File: config.mk
export PLATFORM = sky130hd
export DESIGN_NAME = dog_timer
export DESIGN_NICKNAME = d
export VERILOG_FILES = /design/src/rtl/dog_pkg.sv /design/src/rtl/dog_regs.sv /design/src/rtl/dog_divider.sv /design/src/rtl/dog_counter.sv /design/src/rtl/dog_pulse.sv /design/src/rtl/dog_timer.sv
export SDC_FILE = /design/constraint.sdc
export NUM_CORES = 1
export LEC_CHECK = 0
export BUFFER_PORTS_ARGS = -buffer_cell sky130_fd_sc_hd__buf_4
export CORE_ASPECT_RATIO = 0.5
export CORE_MARGIN = 2
export CORE_UTILIZATION = 51
export DETAILED_ROUTE_END_ITERATION = 10
export PLACE_DENSITY = 0.77
export REMOVE_ABC_BUFFERS = 1
export SETUP_SLACK_MARGIN = 0.15
export SLEW_MARGIN = 20
export SYNTH_ARGS = -nofsm -noshare
export SYNTH_HDL_FRONTEND = slang
export SYNTH_SLANG_ARGS = --single-unit
File: constraint.sdc
create_clock -name clk -period 1.94 [get_ports clk]
set_input_delay 0.194 -clock clk [delete_from_list [all_inputs] [get_ports clk]]
set_output_delay 0.194 -clock clk [all_outputs]
set_load 0.01 [all_outputs]
File: src/rtl/dog_pkg.sv
package dog_pkg;
  localparam int PRE_W = 8;
  localparam int SEL_W = 2;

  localparam logic [1:0] IDX_CTRL   = 2'd0;
  localparam logic [1:0] IDX_RELOAD = 2'd1;
  localparam logic [1:0] IDX_COUNT  = 2'd2;
  localparam logic [1:0] IDX_CLEAR  = 2'd3;

  typedef struct packed {
    logic [PRE_W-1:0] pre;
    logic             run;
    logic [SEL_W-1:0] div_sel;
    logic             irq_en;
    logic             rst_en;
  } ctrl_t;

  function automatic ctrl_t ctrl_from_word(input logic [15:0] w);
    ctrl_t c;
    c.pre     = w[15:8];
    c.run     = w[5];
    c.div_sel = w[4:3];
    c.irq_en  = w[2];
    c.rst_en  = w[0];
    return c;
  endfunction

  function automatic logic [15:0] ctrl_to_word(input ctrl_t c);
    return {c.pre, 2'b00, c.run, c.div_sel, c.irq_en, 1'b0, c.rst_en};
  endfunction
endpackage

File: src/rtl/dog_regs.sv
module dog_regs
  import dog_pkg::*;
#(
  parameter int          ADDR_W   = 4,
  parameter int          DATA_W   = 32,
  parameter int          CNT_W    = 16,
  parameter logic [15:0] CTRL_RST = 16'h8021,
  parameter logic [CNT_W-1:0] DATA_RST = 16'h8000
) (
  input  logic              clk,
  input  logic              rst,
  input  logic [ADDR_W-1:0] addr,
  input  logic              we,
  input  logic [DATA_W-1:0] wdata,
  input  logic [CNT_W-1:0]  cnt_val,
  output ctrl_t             ctrl,
  output logic [CNT_W-1:0]  reload,
  output logic              cnt_wr,
  output logic [CNT_W-1:0]  cnt_wdata,
  output logic              clr_wr,
  output logic [DATA_W-1:0] rdata
);
  localparam int IDX_LSB = 2;

  logic [1:0] widx;
  logic       unused_bits;

  assign widx        = addr[IDX_LSB +: 2];
  assign unused_bits = ^{addr, wdata};
  assign cnt_wr      = we && (widx == IDX_COUNT);
  assign cnt_wdata   = wdata[CNT_W-1:0];
  assign clr_wr      = we && (widx == IDX_CLEAR) && wdata[0];

  always_ff @(posedge clk) begin
    if (rst) begin
      ctrl   <= ctrl_from_word(CTRL_RST);
      reload <= DATA_RST;
    end else if (we) begin
      if (widx == IDX_CTRL)   ctrl   <= ctrl_from_word(wdata[15:0]);
      if (widx == IDX_RELOAD) reload <= wdata[CNT_W-1:0];
    end
  end

  always_ff @(posedge clk) begin
    if (rst) begin
      rdata <= '0;
    end else begin
      unique case (widx)
        IDX_CTRL:   rdata <= DATA_W'(ctrl_to_word(ctrl));
        IDX_RELOAD: rdata <= DATA_W'(reload);
        IDX_COUNT:  rdata <= DATA_W'(cnt_val);
        default:    rdata <= '0;
      endcase
    end
  end
endmodule

File: src/rtl/dog_divider.sv
module dog_divider
  import dog_pkg::*;
#(
  parameter int BASE_LOG2 = 4
) (
  input  logic             clk,
  input  logic             rst,
  input  logic             run,
  input  logic [PRE_W-1:0] pre,
  input  logic [SEL_W-1:0] sel,
  output logic             tick
);
  localparam int S2_W = BASE_LOG2 + (1 << SEL_W) - 1;

  logic [PRE_W-1:0] pre_q;
  logic [S2_W-1:0]  s2_q;
  logic [S2_W:0]    s2_span;
  logic [S2_W-1:0]  s2_last;

  assign s2_span = (S2_W+1)'(1) << (BASE_LOG2 + 32'(sel));
  assign s2_last = S2_W'(s2_span - 1'b1);

  always_ff @(posedge clk) begin
    if (rst || !run) begin
      pre_q <= '0;
      s2_q  <= '0;
      tick  <= 1'b0;
    end else begin
      tick <= 1'b0;
      if (pre_q >= pre) begin
        pre_q <= '0;
        if (s2_q >= s2_last) begin
          s2_q <= '0;
          tick <= 1'b1;
        end else begin
          s2_q <= s2_q + 1'b1;
        end
      end else begin
        pre_q <= pre_q + 1'b1;
      end
    end
  end
endmodule

File: src/rtl/dog_counter.sv
module dog_counter #(
  parameter int              CNT_W   = 16,
  parameter logic [CNT_W-1:0] CNT_RST = 16'h8000
) (
  input  logic             clk,
  input  logic             rst,
  input  logic             run,
  input  logic             tick,
  input  logic             ld,
  input  logic [CNT_W-1:0] ld_val,
  input  logic [CNT_W-1:0] reload,
  output logic [CNT_W-1:0] cnt_q,
  output logic             expire
);
  assign expire = run && tick && !ld && (cnt_q == '0);

  always_ff @(posedge clk) begin
    if (rst) begin
      cnt_q <= CNT_RST;
    end else if (ld) begin
      cnt_q <= ld_val;
    end else if (run && tick) begin
      if (cnt_q == '0) cnt_q <= reload;
      else             cnt_q <= cnt_q - 1'b1;
    end
  end
endmodule

File: src/rtl/dog_pulse.sv
module dog_pulse #(
  parameter int LEN = 128
) (
  input  logic clk,
  input  logic rst,
  input  logic start,
  output logic pulse
);
  localparam int W = (LEN > 1) ? $clog2(LEN) : 1;

  logic [W-1:0] left;

  always_ff @(posedge clk) begin
    if (rst) begin
      pulse <= 1'b0;
      left  <= '0;
    end else if (!pulse) begin
      if (start) begin
        pulse <= 1'b1;
        left  <= W'(LEN - 1);
      end
    end else if (left == '0) begin
      pulse <= 1'b0;
    end else begin
      left <= left - 1'b1;
    end
  end
endmodule

File: src/rtl/dog_timer.sv
module dog_timer
  import dog_pkg::*;
#(
  parameter int ADDR_W    = 4,
  parameter int DATA_W    = 32,
  parameter int CNT_W     = 16,
  parameter int BASE_LOG2 = 4,
  parameter int RST_LEN   = 128,
  parameter logic [15:0]      CTRL_RST = 16'h8021,
  parameter logic [CNT_W-1:0] DATA_RST = 16'h8000
) (
  input  logic              clk,
  input  logic              rst,
  input  logic [ADDR_W-1:0] bus_addr,
  input  logic              bus_we,
  input  logic [DATA_W-1:0] bus_wdata,
  output logic [DATA_W-1:0] bus_rdata,
  output logic              irq_o,
  output logic              wd_rst_o
);
  ctrl_t            ctrl;
  logic [CNT_W-1:0] reload;
  logic [CNT_W-1:0] cnt_q;
  logic [CNT_W-1:0] cnt_wdata;
  logic             cnt_wr;
  logic             clr_wr;
  logic             tick;
  logic             expire;
  logic             run;
  logic             irq_en;
  logic             rst_en;

  assign run    = ctrl.run;
  assign irq_en = ctrl.irq_en;
  assign rst_en = ctrl.rst_en;

  dog_regs #(
    .ADDR_W(ADDR_W), .DATA_W(DATA_W), .CNT_W(CNT_W),
    .CTRL_RST(CTRL_RST), .DATA_RST(DATA_RST)
  ) u_regs (
    .clk(clk), .rst(rst), .addr(bus_addr), .we(bus_we), .wdata(bus_wdata),
    .cnt_val(cnt_q), .ctrl(ctrl), .reload(reload), .cnt_wr(cnt_wr),
    .cnt_wdata(cnt_wdata), .clr_wr(clr_wr), .rdata(bus_rdata)
  );

  dog_divider #(.BASE_LOG2(BASE_LOG2)) u_div (
    .clk(clk), .rst(rst), .run(run), .pre(ctrl.pre), .sel(ctrl.div_sel),
    .tick(tick)
  );

  dog_counter #(.CNT_W(CNT_W), .CNT_RST(DATA_RST)) u_cnt (
    .clk(clk), .rst(rst), .run(run), .tick(tick), .ld(cnt_wr),
    .ld_val(cnt_wdata), .reload(reload), .cnt_q(cnt_q), .expire(expire)
  );

  dog_pulse #(.LEN(RST_LEN)) u_pulse (
    .clk(clk), .rst(rst), .start(expire && rst_en), .pulse(wd_rst_o)
  );

  always_ff @(posedge clk) begin
    if (rst)                    irq_o <= 1'b0;
    else if (expire && irq_en)  irq_o <= 1'b1;
    else if (clr_wr)            irq_o <= 1'b0;
  end
endmodule

==> results of run 1 <==
[cells in the mapped netlist, types with 4 or more instances]
master / instances
nand3b_1: 6
and3_1: 5
xnor2_1: 6
inv_1: 21
buf_2: 6
nand2b_1: 5
buf_4: 17
nand4_1: 5
mux2i_1: 14
a222oi_1: 5
dfxtp_1: 86
a31oi_1: 6
clkbuf_1: 16
xor2_1: 10
and2_1: 6
a22oi_1: 12
o21ai_0: 5
nor2_1: 54
a21oi_1: 63
nand3_1: 19
nor3_1: 6
nand2_1: 78
ha_1: 17
o221ai_1: 4
[kinds of logic (layout without fill, tap and decap cells)]
logic type / Yosys count / after routing / synth area share, %
and+or+nand+nor: 203 / 203 / 22.8
muxes: 17 / 17 / 3.96
buffers and inverters: 64 / 123 / 7.44
adders and majority gates: 17 / 17 / 4.84
AOI/OAI and AO/OA: 126 / 126 / 18.4
DFF: 86 / 86 / 39.2
xor gates and xnor gates: 16 / 16 / 3.19
other: 1 / 16 / 0.0854
[state kept, by name (all words and copies together) (netlist names)]
signal,cells
u_div.pre_q,8
irq_o,1
u_pulse.pulse,1
u_regs.reload,16
u_div.tick,1
u_pulse.left,7
u_regs.rdata,16
u_div.s2_q,7
u_cnt.cnt_q,16
u_regs.ctrl,13
[report_power, final]
| group | switching (mW) | leakage (nW) | internal [mW] |
|---|---|---|---|
| Sequential | 0.0528 | 0.704 | 1.81 |
| Combinational | 0.299 | 1.35 | 0.245 |
| Clock | 0.684 | 0.146 | 1.07 |
[per-stage QoR]
step | hold WS, ps | setup WS, ps
after floorplan | 263 | 50.6
after global placement | 425 | 53.2
after detailed placement | 432 | -9.90
after CTS | 78.4 | 138
after global routing | 86.2 | 81.6
final | 83.9 | 165
[worst paths after layout]
| check | startpoint | endpoint | slack [ps] | cells after the start |
|---|---|---|---|---|
| hold / removal | bus_wdata[15] | u_regs.ctrl[12] | 80 | 2 |
| hold reg to reg | u_regs.reload[4] | u_cnt.cnt_q[4] | 470 | 2 |
| setup reg to reg | u_regs.ctrl[9] | u_div.s2_q[3] | 170 | 8 |
| setup / recovery | u_regs.ctrl[9] | u_div.s2_q[3] | 170 | 8 |
[what timing repair did]
action,in CTS,in global routing
setup buffers,2,6
resized for setup,23,39
pin swaps,7,21
endpoints found under the setup margin,32,32
[area by class of cell]
class | count | area share, %
multi-input combinational | 395 | 47.1
sequential | 86 | 31.5
timing repair buffer | 86 | 12.0
clock buffer | 13 | 4.69
tap | 112 | 2.52
inverter | 21 | 1.42
clock inverter | 3 | 0.766
[routing by layer]
layer | up-vias | routed length [microns] | share of wire [%]
met5 | - | 0 | 0
met2 | 145 | 5320 | 46
met4 | 0 | 204 | 1.8
li1 | 1976 | - | -
met3 | 22 | 858 | 7.4
met1 | 1953 | 5250 | 45
==> impl_results.md, run 1 <==
- Commonest non-fill, non-tap cell in the layout: buf_4
- HP Class: primary input to flip-flop
- CTS clock-pin slew for the worst setup and hold paths: ~60 ps
- Antenna violations before repair: 0
- Synth area leaders: dfxtp_1 (39%), a21oi_1 (7.2%), nand2_1 (6.7%), ha_1 (4.8%), nor2_1 (4.6%)
- Post-Route WL: 11600 microns
- CP Launch Type: flip-flop
- Register area share after synthesis: between 30 and 40%
- CTS tree: yes
- Data required time of the worst path: around 2200 ps
- VDD IR-drop max: ~500 uV
- Cell count after synthesis: 530
- Port Buf Inserts: 38
- Largest net degree at the start of global routing: 31
- Die H: approximately 70 microns
- Critical Path AT: approximately 2000 ps
- ANT nets after route: 0
- Synth Area per Inst: between 8 and 9 sq um
- Critical Path, Cell by Cell: inv_1, ha_2, a21o_1, a221oi_4, o21a_1, nand2b_4, buf_6, o22ai_1
- Max FO, Critical Path: 3
- FF+latch area: between 0.0015 and 0.002 sq mm
- Setup TNS: 0 ps
- Final core utilization: approximately two thirds
- Wire length per cell: between 15 and 20 microns
- Later-pin clock latency in the skew report: 340 ps
- Grt ovf: 0
- Hold Fails Final Rpt: 0
- Core area: about 0.0082 sq mm
- CP max-delay cell: dfxtp_4
- Post-route insts no fill: between 700 and 800
- Unrepaired setup endpoints after global routing: yes
- Max frequency: 0.564 GHz
- DPL Wire Length: between 8000 and 9000 microns
- Layout cells sized above 1: between 20% and 30%
- Fin. max-slew vios: 0
- Via Count: between 4k and 5k
- Vias per cell: about 5.7
- Placed Area: 0.00494 sq mm
- Placer Congestion: a little under 1
- FILL cells: between 600 and 700
- P per Cell Area: roughly 750 mW/mm^2
- Final nets: approximately 660
- Grt met3 use: around 5.8%
- Status: finished, final reports clean
- EDFF count, synth: 0
- H-tree levels: 3
- Post-synth top area share: 39.2%
- Horiz. Die Dim: between 100 and 150 microns
- Die area: ~0.0094 sq mm
- Row cnt: 23
- Setup-failing EPs final: 0
- CTS Hold Bufs: 0
- Final non-filler cell area: 0.00555 sq mm
- Root buf cell: clkbuf_16
- Cts bufs inserted: 9
- Ys async rst share: 0%
- Cell count after placement: approximately 690
- Worst slew pin tran: between 700 and 800 ps
- First-pass GRT wire length: roughly 18000 microns
- Leak: 2.20 nW
- Delay-heaviest family, CP: compound AO/OA/AOI/OAI gates
- DRT Pass-1 Iters: 7
- # diodes: 0
- First DRT Iteration DRCs: between 300 and 400
- Initial Util: 53.7%
- GR Util All Layers: 24.8%
- Max Cap Viol: 0
- Power Total: 4.16 mW
- Multi-input logic area: 0.00262 sq mm
- Clock sinks: between 80 and 90
- Count of state elements after synthesis: 86
- Top Usage Layer GRT: met2
- Tmin final: between 1500 and 2000 ps
- Headroom to the max-slew limit: around half
- Synth Warn #: 0
- Met2 global-route usage: 39.1%
- Post-route clock period utilization: between 90% and 100%
- Crit path capture type: flip-flop
- Post-synth top flop: dfxtp_1
- CP Class: flip-flop to flip-flop
- Area leader, netlist: dfxtp_1
- Post-route DRC: 0
- Buffers & Inverters on Critical Path: 2
- GRT met1 Usage: between 30% and 40%
- Vias in the first global route: 3837
- # IOs: 73
- Area grow syn2layout: 26.4%
- Final Skew: roughly 6.2 ps
- Max incr delay on CP: 370 ps
- Most frequent cells in the layout: buf_4 (83), nand2_1 (78), dfxtp_1 (73), a21oi_1 (62), nor2_1 (49)
- Synth unique cells: between 60 and 70
- Clock buffer depth: 2
- Syn Std Cell Area: roughly 0.0044 sq mm
(Power assumes the default switching activity.)
==> inputs of run 2 (changes only) <==
CORE_UTILIZATION = 52   (was 51)
PLACE_DENSITY = 0.78   (was 0.77)
SYNTH_HIERARCHICAL = 1   (was unset)
==> run 2 against run 1 <==
  * Clock power decreased by 9.7%
  * Register-to-register slack about the same
  * Synthesized cell count increased by 5.8%
  * Sequential share of layout area fell by 1.7 points
  * Routed wire length grew 4.0%
  * Critical path depth is 1 higher
  * Setup slack got worse by 4.0 ps
  * Clock-buffer cell count decreased by 2
  * Utilization is 5.0 points lower
  * Flip-flop and latch count did not move
  * Area after synthesis increased by 12%
  * Global-route usage down 0.98 points
  * Highest routed layer unchanged
==> impl_results.md, run 2 <==
- Post-route DRC: 0
- Area leader, netlist: dfxtp_1
- Grt ovf: 0
- Max frequency: 0.562 GHz
- Post-route insts no fill: 740
- Fin. max-slew vios: 0
- Unrepaired setup endpoints after global routing: yes
- Count leader, synth: dfxtp_1
- DRT Pass-1 Iters: 5
- Commonest cells in the synthesized netlist: dfxtp_1 (86), mux2i_1 (48), nand2b_1 (48)
- Buffers & Inverters on Critical Path: 3
- First DRT Iteration DRCs: 314
- First-pass GRT wire length: 19400 microns
- Post-route clock period utilization: roughly nine tenths
- Vias per cell: between 5 and 6
- Root buf cell: clkbuf_16
- Via Count: approximately 4.2k
- CTS Hold Bufs: 0
- Post-Route WL: between 10000 and 15000 microns
- GR Util All Layers: roughly a quarter
- Hold Fails Final Rpt: 0
- CTS tree: yes
- # diodes: 0
- Status: finished, final reports clean
- Placer Congestion: between 0.9 and 1
- Horiz. Die Dim: 141 microns
- Power Total: 4.06 mW
- Final core utilization: between 60% and 70%
- Synth unique cells: 65
- Largest net degree at the start of global routing: 31
- Delay-heaviest family, CP: compound AO/OA/AOI/OAI gates
- EDFF count, synth: 0
- Setup-failing EPs final: 0
- Later-pin clock latency in the skew report: ~340 ps
- Die area: about 0.010 sq mm
- Vias in the first global route: 4005
- Headroom to the max-slew limit: between 50% and 60%
- CP Launch Type: flip-flop
- Antenna violations before repair: 0
- Max FO, Critical Path: 8
- Cts bufs inserted: 9
- Cell count after synthesis: ~560
- Most frequent cells in the layout: buf_4 (87), dfxtp_1 (70), mux2i_1 (48), nand2b_1 (46), a21oi_1 (34)
- HP Class: primary input to flip-flop
- Commonest non-fill, non-tap cell in the layout: buf_4
- Final Skew: ~6.1 ps
- Clock buffer depth: 2
- DPL Wire Length: ~8000 microns
- ANT nets after route: 0
- Setup WS pre-CTS: ~0.42 ps
- Post-synth top area share: between 30% and 40%
- Critical Path, Cell by Cell: inv_2, ha_4, nand2b_4, a2111o_1, a21oi_2, buf_6, buf_4, nand2_8, nor2_2
- Fin Hold WS: between 80 and 90 ps
- VDD IR-drop max: between 300 and 400 uV
- Post-synth top flop: dfxtp_1
- Area grow syn2layout: 19.4%
- CP max-delay cell: a2111o_1
- Max Cap Viol: 0
- Row cnt: 25
- P per Cell Area: 692 mW/mm^2
- Cell count after placement: between 700 and 800
- Synth Warn #: 6
- Data required time of the worst path: 2220 ps
- Register area share after synthesis: 35.0%
- H-tree levels: 3
- Synth area leaders: dfxtp_1 (35%), mux2i_1 (9.8%), nand2b_1 (6.1%), buf_4 (5.2%), ha_1 (4.3%)
- Final setup margin: between 150 and 200 ps
- # IOs: 73
- Ys async rst share: 0%
- Final nets: between 600 and 700
- Max incr delay on CP: roughly 410 ps
- Top flop regs: u_cnt/cnt_q x16, u_regs/rdata x16, u_regs/reload x16
- Wire length per cell: 16.3 microns
- Leak: 2.35 nW
- Synth Area per Inst: between 8 and 9 sq um
- Worst slew pin tran: between 600 and 700 ps
- Port Buf Inserts: 38
- CTS clock-pin slew for the worst setup and hold paths: ~60 ps
- Layout cells sized above 1: between 20% and 30%
- Clock sinks: between 80 and 90
- Count of state elements after synthesis: 86
- Tmin final: between 1500 and 2000 ps
- CP Class: flip-flop to flip-flop
- Syn Std Cell Area: 0.00491 sq mm
- Critical Path AT: about 2100 ps
- Die H: around 73 microns
- Core area: around 0.0093 sq mm
- Crit path capture type: flip-flop
- Initial Util: 52.7%
run 2: final cells by class:
class | count | area (sq um)
inverters | 22 | 82.6
flip-flops and latches | 86 | 1750
fillers | 724 | 3460
multi-input cells | 404 | 2920
well taps | 121 | 151
clock buffers | 11 | 233
repair buffers | 91 | 698
clock inverters | 5 | 35.0
run 2: what timing repair did:
action | CTS | global route
buffers inserted | 6 | 8
pin swaps | 10 | 25
setup endpoints to repair | 13 | 30
resized for setup | 24 | 38
run 2: worst min-delay path, stage by stage:
cell and delay, ps:
buf_4 90, a21oi_1 50, o21ai_0 60
run 2: metrics by stage:
stage | cell area [sq um] | setup TNS (ps)
after CTS | 5660 | 0
final | 5860 | 0
after detailed placement | 5270 | 0
after global placement | 5270 | 0
after global routing | 5860 | 0
after floorplan | 4540 | -246
run 2: routing by layer:
metal	track usage (%)	up-vias	part of all wire (%)
met5	0	-	0
met2	40.2	163	47
met3	5.38	27	6.7
met1	30.9	2008	45
li1	-	2047	-
met4	7.89	0	1.5
run 2: kinds of logic (layout without fill, tap and decap cells):
logic type                 Yosys count  count (layout)  synth area share (%)
adders and majority gates           17              17                  4.33
DFF                                 86              86                  35.0
other                                1              16                0.0763
muxes                               48              48                  9.78
and+or+nand+nor                    191             191                  22.7
AOI/OAI and AO/OA                  121             121                  15.6
xor gates and xnor gates            11              11                  1.96
buffers and inverters               86             129                  10.5
run 2: power breakdown:
group | internal (mW) | total [mW] | switching, mW
logic | 0.288 | 0.621 | 0.334
registers | 1.82 | 1.86 | 0.0408
clock network | 0.870 | 1.58 | 0.708
run 2: path summary, 6_finish.rpt:
kind / slack [ps] / end / from / depth (start not counted)
hold / removal: 90 / u_cnt/cnt_q[15] / bus_wdata[15] / 3
hold reg to reg: 480 / irq_o / irq_o / 2
setup reg to reg: 160 / u_div/pre_q[2] / u_div/pre_q[0] / 9
setup / recovery: 160 / u_div/pre_q[2] / u_div/pre_q[0] / 9
==> inputs of run 3 (changes only) <==
GPL_TIMING_DRIVEN = 0   (was unset)
==> run 3 against run 2 <==
  * Cell count shrank 4.1%
  * Setup slack got worse by 43 ps
  * Flip-flop and latch count stayed put
  * Worst hold slack lost 4.7 ps
  * Register-to-register slack lost 40 ps
  * Critical path depth down 2
  * Total power up 7.0%
  * First-iteration DRC count up 14%
  * Non-clock buffer count decreased by 31
  * Clock power grew 19%
  * Clock skew rose by 3.5 ps
  * Die area is the same
  * Largest power group is now the clock network
==> impl_results.md, run 3 (synthesis gave the netlist of run 2 again) <==
- Hold Fails Final Rpt: 0
- Top flop regs: u_cnt/cnt_q x16, u_regs/rdata x16, u_regs/reload x16
- Later-pin clock latency in the skew report: roughly 350 ps
- # diodes: 0
- Final non-filler cell area: 0.00577 sq mm
- DRT Pass-1 Iters: 5
- ANT nets after route: 0
- GR Util All Layers: a little under a quarter
- First DRT Iteration DRCs: between 300 and 400
- Worst slew pin tran: about 830 ps
- Leak: 2.24 nW
- Max FO, Critical Path: 7
- CP max-delay cell: a2111o_1
- Setup-failing EPs final: 0
- Clock buffer depth: 2
- Fin Hold WS: between 80 and 90 ps
- HP Class: primary input to flip-flop
- Setup WS pre-CTS: -836 ps
- Row cnt: 25
- Port Buf Inserts: 38
- Horiz. Die Dim: about 140 microns
- P per Cell Area: 752 mW/mm^2
- First-pass GRT wire length: about 19000 microns
- Antenna violations before repair: 0
- Crit path capture type: flip-flop
- Placer Congestion: about 0.86
- Final Skew: 9.59 ps
- Max Cap Viol: 0
- Unrepaired setup endpoints after global routing: yes
- Final setup margin: 118 ps
- Core area: about 0.0093 sq mm
- CTS tree: yes
- Layout cells sized above 1: 26.5%
- Max frequency: 0.549 GHz
- Post-route clock period utilization: approximately 94%
- Vias per cell: between 5 and 6
- CTS Hold Bufs: 0
- Die H: 72.7 microns
- Critical Path, Cell by Cell: ha_4, nand2b_4, a2111o_1, a21oi_4, buf_6, nand2_8, nor2_1
- Largest net degree at the start of global routing: 83
- H-tree levels: 3
- Vias in the first global route: 3767
- Initial Util: between 50 and 60%
- CTS clock-pin slew for the worst setup and hold paths: ~70 ps
- Fin. max-slew vios: 0
- # IOs: between 70 and 80
- Placed Area: between 0.004 and 0.005 sq mm
- Die area: ~0.01 sq mm
- Setup TNS: 0 ps
- Data required time of the worst path: about 2200 ps
- Post-route DRC: 0
- DPL Wire Length: approximately 7100 microns
- Root buf cell: clkbuf_16
- Commonest non-fill, non-tap cell in the layout: dfxtp_1
- Cts bufs inserted: 9
- Status: finished, final reports clean
- Most frequent cells in the layout: dfxtp_1 (64), buf_4 (57), mux2i_1 (48), nand2b_1 (46), a21oi_1 (34)
- Max incr delay on CP: 400 ps
- CP Class: flip-flop to flip-flop
- Wire length per cell: 16.8 microns
- Headroom to the max-slew limit: about 44%
- CP Launch Type: flip-flop
- Critical Path AT: approximately 2100 ps
- Area grow syn2layout: 17.5%
- Post-Route WL: between 10000 and 15000 microns
- Final nets: between 600 and 700
- Tmin final: 1820 ps
- Clock sinks: 86
- VDD IR-drop max: 340 uV
- Via Count: 4145
- Grt ovf: 0
-- run 3: cell count changes in the layout (fill, tap and decap cells not counted), moves of 2 or more --
| cell | previous run | this run |
|---|---|---|
| ha_1 | 12 | 10 |
| buf_4 | 87 | 57 |
| nor2_2 | 4 | 2 |
| o21ai_0 | 18 | 14 |
| ha_2 | 0 | 2 |
| dfxtp_2 | 13 | 16 |
| and2_4 | 1 | 3 |
| nor2_4 | 2 | 4 |
| dfxtp_1 | 70 | 64 |
| bufinv_16 | 0 | 2 |
| o21ai_1 | 2 | 6 |
| dfxtp_4 | 3 | 6 |
-- run 3: critical path, delay by kind of cell (launching register included) --
| kind | cells | cell delay [ps] |
|---|---|---|
| and+or+nand+nor | 3 | 340 |
| adders and majority gates | 1 | 230 |
| DFF | 1 | 360 |
| buffers and inverters | 1 | 160 |
| AOI/OAI and AO/OA | 2 | 660 |
-- run 3: final timing paths --
check / from / endpoint / slack (ps) / cells past startpoint
hold / removal: bus_wdata[15] / u_cnt/cnt_q[15] / 80 / 3
setup / recovery: u_regs/ctrl[5] / u_div/pre_q[2] / 120 / 7
hold reg to reg: u_regs/ctrl[11] / u_regs/ctrl[11] / 490 / 2
setup reg to reg: u_regs/ctrl[5] / u_div/pre_q[2] / 120 / 7
-- run 3: final cells by class --
class / count / area (sq um)
Sequential cell: 86 / 1760
Multi-Input combinational cell: 405 / 2990
Timing Repair Buffer: 60 / 462
Inverter: 22 / 82.6
Clock inverter: 5 / 81.3
Clock buffer: 11 / 243
Tap cell: 121 / 151
Fill cell: 739 / 3550
-- run 3: timing repair --
item,CTS,global route
gates cloned,1,0
resized for setup,46,43
setup endpoints to repair,40,29
pin swaps,17,18
setup buffers,16,6
-- run 3: power breakdown --
group          internal, mW  switching (mW)  leakage [nW]
Clock                  1.17           0.718         0.156
Combinational         0.265           0.322          1.37
Sequential             1.81          0.0547         0.709
-- run 3: layer usage --
metal | share of wire [%] | vias to the layer above | track usage (%)
met5 | 0 | - | 0
met2 | 46 | 135 | 38.5
met1 | 46 | 1985 | 29.1
li1 | - | 1999 | -
met4 | 2.1 | 0 | 8.67
met3 | 5.3 | 26 | 5.51
-- run 3: per-stage QoR --
step / power (mW) / utilization [%] / cells
after floorplan: 2.21 / - / 512
after global placement: 2.36 / 53.3 / 671
after detailed placement: 2.38 / 53.3 / 671
after CTS: 4.32 / 59.8 / 704
after global routing: 4.49 / 61.9 / 710
final: 4.34 / 61.9 / 710
